==> config.mk <==
export PLATFORM = sky130hd
export DESIGN_NAME = degauss_seq
export DESIGN_NICKNAME = d
export VERILOG_FILES = /design/src/rtl/degauss_pkg.sv /design/src/rtl/degauss_sync.sv /design/src/rtl/degauss_hold_filt.sv /design/src/rtl/degauss_seq.sv
export SDC_FILE = /design/constraint.sdc
export NUM_CORES = 1
export LEC_CHECK = 0
export ABC_CLOCK_PERIOD_IN_PS = 2200
export BUFFER_PORTS_ARGS = -buffer_cell sky130_fd_sc_hd__buf_2
export CAP_MARGIN = 20
export CORE_MARGIN = 2
export CORE_UTILIZATION = 56
export DETAILED_ROUTE_END_ITERATION = 12
export PLACE_DENSITY_LB_ADDON = 0.12
export SLEW_MARGIN = 20
export SYNTH_ARGS = -nofsm -noshare
export SYNTH_HDL_FRONTEND = slang
export SYNTH_SLANG_ARGS = --single-unit
export TNS_END_PERCENT = 30
==> constraint.sdc <==
create_clock -name clk -period 2.2 [get_ports clk]
set_clock_uncertainty 0.15 [all_clocks]
set_input_delay 0.44 -clock clk [delete_from_list [all_inputs] [get_ports clk]]
set_output_delay 0.44 -clock clk [all_outputs]
set_load 0.005 [all_outputs]
==> src/rtl/degauss_pkg.sv <==
package degauss_pkg;
    typedef enum logic [1:0] {
        DG_BOOT    = 2'd0,
        DG_ARMED   = 2'd1,
        DG_WAITLOW = 2'd2,
        DG_RUN     = 2'd3
    } dg_state_e;
endpackage

==> src/rtl/degauss_sync.sv <==
module degauss_sync #(
    parameter int STAGES = 2
) (
    input  logic clk,
    input  logic rst_n,
    input  logic din,
    output logic dout
);
    logic [STAGES-1:0] sr_q;
    logic [STAGES-1:0] sr_d;

    always_comb begin
        sr_d = {sr_q[STAGES-2:0], din};
    end

    always_ff @(posedge clk or negedge rst_n) begin
        if (!rst_n) sr_q <= '0;
        else        sr_q <= sr_d;
    end

    assign dout = sr_q[STAGES-1];
endmodule

==> src/rtl/degauss_hold_filt.sv <==
module degauss_hold_filt #(
    parameter int LEN   = 8,
    parameter bit LEVEL = 1'b1
) (
    input  logic clk,
    input  logic rst_n,
    input  logic din,
    output logic hit
);
    localparam int CW = $clog2(LEN + 1);

    logic [CW-1:0] run_q;
    logic [CW-1:0] run_d;
    logic          match;

    always_comb begin
        match = (din == LEVEL);
        if (!match)                 run_d = '0;
        else if (run_q == CW'(LEN)) run_d = run_q;
        else                        run_d = run_q + 1'b1;
        hit = match && (run_q == CW'(LEN - 1));
    end

    always_ff @(posedge clk or negedge rst_n) begin
        if (!rst_n) run_q <= '0;
        else        run_q <= run_d;
    end


    hit_needs_run_chk: assert property (@(posedge clk) disable iff (!rst_n)
        (hit && (LEN > 1)) |-> ($past(din) == LEVEL));
endmodule

==> src/rtl/degauss_seq.sv <==
module degauss_seq
    import degauss_pkg::*;
#(
    parameter int START_CYC = 1280,
    parameter int ABORT_CYC = 1250,
    parameter int PWRUP_CYC = 600,
    parameter int RUN_CYC   = 5_500_000,
    parameter int SYNC_STG  = 2
) (
    input  logic clk,
    input  logic pwr_good,
    input  logic req_async,
    output logic cyc_active,
    output logic not_valid,
    output logic done_pulse,
    output logic aborted
);
    localparam int MAXC = (RUN_CYC > PWRUP_CYC) ? RUN_CYC : PWRUP_CYC;
    localparam int TW   = $clog2(MAXC + 1);

    typedef struct packed {
        dg_state_e     st;
        logic [TW-1:0] cnt;
        logic          done;
        logic          abrt;
    } ctl_t;

    ctl_t ctl_q, ctl_d;
    logic req_s;
    logic start_hit, abort_hit;

    degauss_sync #(.STAGES(SYNC_STG)) u_sync (
        .clk(clk), .rst_n(pwr_good), .din(req_async), .dout(req_s)
    );

    degauss_hold_filt #(.LEN(START_CYC), .LEVEL(1'b1)) u_start_filt (
        .clk(clk), .rst_n(pwr_good), .din(req_s), .hit(start_hit)
    );

    degauss_hold_filt #(.LEN(ABORT_CYC), .LEVEL(1'b0)) u_abort_filt (
        .clk(clk), .rst_n(pwr_good), .din(req_s), .hit(abort_hit)
    );

    always_comb begin
        ctl_d      = ctl_q;
        ctl_d.done = 1'b0;
        unique case (ctl_q.st)
            DG_BOOT: begin
                if (ctl_q.cnt == TW'(PWRUP_CYC - 1)) begin
                    ctl_d.cnt = '0;
                    ctl_d.st  = req_s ? DG_RUN : DG_ARMED;
                end else begin
                    ctl_d.cnt = ctl_q.cnt + 1'b1;
                end
            end
            DG_ARMED: begin
                if (start_hit) begin
                    ctl_d.st  = DG_RUN;
                    ctl_d.cnt = '0;
                end
            end
            DG_WAITLOW: begin
                if (!req_s) ctl_d.st = DG_ARMED;
            end
            DG_RUN: begin
                if (abort_hit) begin
                    ctl_d.st   = DG_WAITLOW;
                    ctl_d.cnt  = '0;
                    ctl_d.done = 1'b1;
                    ctl_d.abrt = 1'b1;
                end else if (ctl_q.cnt == TW'(RUN_CYC - 1)) begin
                    ctl_d.st   = DG_WAITLOW;
                    ctl_d.cnt  = '0;
                    ctl_d.done = 1'b1;
                    ctl_d.abrt = 1'b0;
                end else begin
                    ctl_d.cnt = ctl_q.cnt + 1'b1;
                end
            end
            default: ctl_d.st = DG_BOOT;
        endcase
    end

    always_ff @(posedge clk or negedge pwr_good) begin
        if (!pwr_good) begin
            ctl_q.st   <= DG_BOOT;
            ctl_q.cnt  <= '0;
            ctl_q.done <= 1'b0;
            ctl_q.abrt <= 1'b0;
        end else begin
            ctl_q <= ctl_d;
        end
    end

    assign cyc_active = (ctl_q.st == DG_RUN);
    assign not_valid  = (ctl_q.st == DG_RUN) || (ctl_q.st == DG_BOOT);
    assign done_pulse = ctl_q.done;
    assign aborted    = ctl_q.abrt;


    run_len_chk: assert property (@(posedge clk) disable iff (!pwr_good)
        cyc_active |-> (ctl_q.cnt < TW'(RUN_CYC)));


    done_single_chk: assert property (@(posedge clk) disable iff (!pwr_good)
        done_pulse |=> !done_pulse);


    done_at_fall_chk: assert property (@(posedge clk) disable iff (!pwr_good)
        $fell(cyc_active) |-> done_pulse);


    no_retrig_chk: assert property (@(posedge clk) disable iff (!pwr_good)
        (ctl_q.st == DG_WAITLOW) |=> !cyc_active);


    abort_cause_chk: assert property (@(posedge clk) disable iff (!pwr_good)
        (cyc_active && abort_hit) |=> (done_pulse && aborted && !cyc_active));


    status_hold_chk: assert property (@(posedge clk) disable iff (!pwr_good)
        !done_pulse |-> $stable(aborted));
endmodule

Word level (Yosys, flattened, before mapping). Index checks and enable logic that the tools add are counted.

Bitwise operators: 1. Reductions and logical operators: 9. Multiplexer cells: 16. $add $sub $neg: 3. Equality and inequality tests: 15.

Operators with widths (count): 23-bit one-hot mux with 3 select lines (1); 23-bit 2-to-1 mux (2); 11-bit equality test (second input constant) (4); 11-bit 2-to-1 mux (4); 27-bit 2-to-1 mux (1); 25-bit 2-to-1 mux (1); 23-bit by 1-bit adder with 23-bit output (second input constant) (1); 23-bit by 10-bit equality test with 1-bit output (second input constant) (1); 23-bit equality test (second input constant) (1); 11-bit by 1-bit adder with 11-bit output (second input constant) (2); 2-bit 2-to-1 mux (6); 2-bit != test (second input constant) (5); 2-bit one-hot mux with 4 select lines (1); 2-bit equality test (second input constant) (2); 2-bit AND reduction (2); 4-bit AND reduction (1); 3-bit by 1-bit != test with 1-bit output (second input constant) (1); 3-bit nonzero test (1); 2-bit by 1-bit equality test with 1-bit output (second input constant) (1); 1-bit logical AND (2); 2-bit logical NOT (1); 2-bit nonzero test (1); 1-bit logical OR (1); 1-bit NOT (1).

Register bits: 51. Output and inout port bits: 4.

Logic depth before layout (Yosys ltp).
Word-level depth: 4. Depth in mapped cells: 8.

By module. A second synthesis with hierarchy kept.

Cells, all modules: 303. Area, all modules: 2887.8 um^2.

Modules (own cells, without submodules): degauss_seq (cells each 169, area an instance 1570.3 um^2, sequential area each 675.6 um^2, instances 1); degauss_hold_filt at u_abort_filt (cells each 70, area an instance 660.6 um^2, sequential area each 275.3 um^2, instances 1); degauss_hold_filt at u_start_filt (cells each 62, area an instance 606.8 um^2, sequential area each 275.3 um^2, instances 1); degauss_sync (cells each 2, area an instance 50.0 um^2, sequential area each 50.0 um^2, instances 1).

Worst setup path before layout. OpenSTA, ideal clock, no wires.

Kind: flip-flop to flip-flop. Start: register u_abort_filt.run_q[3]. End: register ctl_q[25] in the netlist's numbering. Arrival: 2093 ps. Slack: -169 ps. Cell stages (with the launch flop): 6. Path buffers: 0. Clock period less this slack: 2369 ps. Library setup time: 126 ps. Cell sequence: dfrtp_1 or4b_1 or4_1 o211a_2 or3b_4 mux2i_1.

Longest elaborated chain between the ends: 4.

RTL lines: start, declared (line degauss_hold_filt.sv:12) `logic [CW-1:0] run_q;`; start signal, assigned (line degauss_hold_filt.sv:26) `else run_q <= run_d;`; 11-bit equality test * (line degauss_hold_filt.sv:21) `hit = match && (run_q == CW'(LEN - 1));`; 1-bit logical AND * (line degauss_hold_filt.sv:21); 3-bit by 1-bit != test with 1-bit output (no source line) / 27-bit 2-to-1 mux (equally long branches); 4-bit AND reduction (no source line) / 2-bit one-hot mux with 4 select lines (equally long branches); end signal, assigned (line degauss_seq.sv:91) `ctl_q <= ctl_d;`; end, declared (line degauss_seq.sv:28) `ctl_t ctl_q, ctl_d;`.

Mark *: on every way between the ends. The rest lies on a longest branch, timed or not. A chain may end at the register's enable or synchronous reset.

Final worst setup path.
Start: register u_abort_filt.run_q[4]. End: register ctl_q[25] in the netlist's numbering.

Same word-level chain as after synthesis.

==> out/metrics.cfg <==
[sta]
max_freq_ghz = 0.435
setup_slack_ps = -97.0
fin_crit_ps = 2300
slew_viol_final = 0
fin_crit_sh_pct = 104
worst_pin_slew_ps = 572
final-setup-viol-count = 19
final.setup.tns_ps = -765
hold_violations = 0
slew_headroom_pct = 61.9
rsz0062_at_grt = true

[clocking]
cts_tree = yes
clkLatencyLatePin_ps = 300
root_buffer = clkbuf_8
cts_buffer_depth = 2
cts_buffers = 5
clk_pin_slew_ps = 90
cts.sinks = 51
htreeDepth = 2

[global_route]
grt-ovfl-total = 0
grt_util_all_layers_pct = 24.4
grt_pass1_wl_um = 11400
first_global_vias = 2419
grt_antenna_before_repair = 0
grt_max_degree = 30

[placement]
post-place-ws_ps = -183
portBuffers = 6
place_area_um2 = 3420
gp_congestion = 0.877
dp_hpwl_um = 4770

[final_layout]
seqCellArea_um2 = 1280
syn2layout_area_growth_pct = 22.8
n_antenna_cell = 0
multi_input_area_um2 = 1640
final_area_um2 = 3600
final_nets = 386
drive_above_1_share_pct = 22.4
n_fill_cell = 402

[floorplanning]
dieArea_um2 = 5830
start_util_pct = 57.8
core.rowCount = 26
core_um2 = 5070
ios = 7
die_x_um = 76.4
dieHeight_um = 76.4

[synthesis]
synthFlopType = dfrtp_1
ys_types = 49
yosys_warnings = 0
synth_edf_count = 0
ys_ff_latch = 51
synthArstFlopShare_pct = 100
synth_nets = 330
syn_area_per_cell_um2 = 9.31
synth_area_um2 = 2930
synthCells = 315
yosysSeqAreaShare_pct = 43.5

[worst_setup_path]
r2r_end = ctl_q[25]
r2r_slack_ps = -100
crit_arrival_ps = 2340
reg2reg_from = u_abort_filt.run_q[4]
endpoint_kind = flip-flop
cp_max_fo = 5
worstSetupPathType = reg -> reg
cp.required_ps = 2250
r2r_cells = 5
start_kind = flip-flop

[route]
avgViaCountPerCell = 5.64
wl_um = 6500
drcViolationCount = 0
wire_per_inst_um = 14.7
vias = 2486
dr.pass1.iters = 4
ant_nets = 0
drt_iter0_drc = 187

[min_path]
worstHoldPathType = in -> reg
worstHoldStart = req_async
whs_endpoint = u_sync.sr_q[0]
timing.hold.worst_path_depth = 1

[job]
drv_cap = 0

[pwr]
finalPower_uw = 1590
leakagePower_uw = 0.00166
p_per_area_nw_per_um2 = 442
ir_drop_uv = 300

[status]
violations = negative setup slack
status = complete, but fails checks

[what timing repair did]
action                                  CTS  global route
pin swaps                                 7             2
hold buffers                              1             0
setup buffers                             2             0
hold endpoints to repair                 18             0
gates resized for setup                   9             8
endpoints found under the setup margin   22            28
[layout by cell type (no fill, tap or decap), types with 3 or more instances in the layout]
master     instances
and2_1            14
nand4_1           11
and3_1            12
clkbuf_8           6
nand2_1           33
a2111oi_0          3
a21oi_1            7
nand2b_1           3
nand4b_1           3
a31oi_1            4
ha_1              12
nor3b_1            6
xor2_1            10
inv_1             10
dfrtp_1           51
xnor2_1           14
nand3_1           14
o21ai_0            8
and4_1             6
nor2_1            29
o211ai_1           8
nor3_1             3
mux2i_1            3
nor4_1             4
buf_4             53
buf_2              6
[area by class of cell]
class / instances / share of cell area (%)
Sequential cell: 51 / 35.4
Clock buffer: 6 / 2.29
Inverter: 10 / 1.04
Clock inverter: 1 / 0.139
Multi-Input combinational cell: 241 / 45.6
Timing Repair Buffer: 62 / 13.0
Tap cell: 70 / 2.43
[routing by layer]
layer  wire, um  GRT usage, %  share of wire [%]  vias up
li1           -             -                  -     1247
met1       3160          35.1                 49     1185
met3        324          5.21                5.0        6
met4         71          6.91                1.1        0
met2       2940          37.4                 45       48
met5          0             0                  0        -
[worst max path at each step]
stage                     startpoint        end  slack [ps]  cells after the start
4_1_cts        u_abort_filt.run_q[4]  ctl_q[25]         -90                      5
3_3_place_gp               ctl_q[25]  ctl_q[13]        -140                      7
6_report       u_abort_filt.run_q[4]  ctl_q[25]        -100                      5
5_1_grt        u_abort_filt.run_q[4]  ctl_q[25]        -140                      5
3_5_place_dp               ctl_q[25]  ctl_q[13]        -180                      7
2_1_floorplan  u_abort_filt.run_q[2]  ctl_q[25]         -90                      5
[critical path: stages (launching register included)]
cell	delay (ps)
dfrtp_1	390
or4b_4	540
or4_4	420
o211a_4	180
or3b_4	390
mux2i_1	130
[power by group]
part / internal [uW] / leakage, uW / switching, uW
registers: 947 / 0.000689 / 6.20
clock network: 248 / 0.0000470 / 303
logic: 38.2 / 0.000921 / 48.7
total: 1230 / 0.00166 / 358
[state kept, by name, indices dropped and copies added, names as in the netlist]
| name | cells |
|---|---|
| ctl_q | 25 |
| u_abort_filt.run_q | 11 |
| u_sync.sr_q | 2 |
| aborted | 1 |
| u_start_filt.run_q | 11 |
| done_pulse | 1 |
[synth_stat cells (4+ instances only)]
cell | n | area, um^2
xnor2_1 | 14 | 123
nand3_1 | 14 | 70.1
nand4_1 | 11 | 68.8
and3_1 | 12 | 75.1
dfrtp_1 | 51 | 1280
and4_1 | 6 | 52.6
clkbuf_1 | 10 | 37.5
xor2_1 | 10 | 87.6
a31oi_1 | 4 | 25.0
nor3b_1 | 7 | 52.6
inv_1 | 10 | 37.5
nor2_1 | 29 | 109
o21ai_0 | 9 | 45.0
ha_1 | 12 | 150
nand2_1 | 34 | 128
and2_1 | 14 | 87.6
o211ai_1 | 8 | 60.1
a21oi_1 | 7 | 35.0
nor4_1 | 5 | 31.3
a2111oi_0 | 6 | 52.6
[through the flow]
step / hold WS, ps / cells / utilization [%]
final: 83.5 / 441 / 71.0
after global routing: 74.1 / 441 / 71.0
after detailed placement: 185 / 431 / 67.3
after floorplan: -5.59 / 315 / -
after global placement: 184 / 431 / 67.3
after CTS: 74.6 / 441 / 70.1
[cell families (layout without fill, tap and decap cells)]
logic type	count (synthesis)	count (layout)	synth area share (%)
compound gates	46	46	10.8
xor+xnor	24	24	7.17
fa+ha+maj	12	12	5.12
buf+inv	23	79	2.99
flops	51	51	43.5
mux	3	3	1.02
simple gates	156	156	29.3
(Power assumes the default switching activity.)
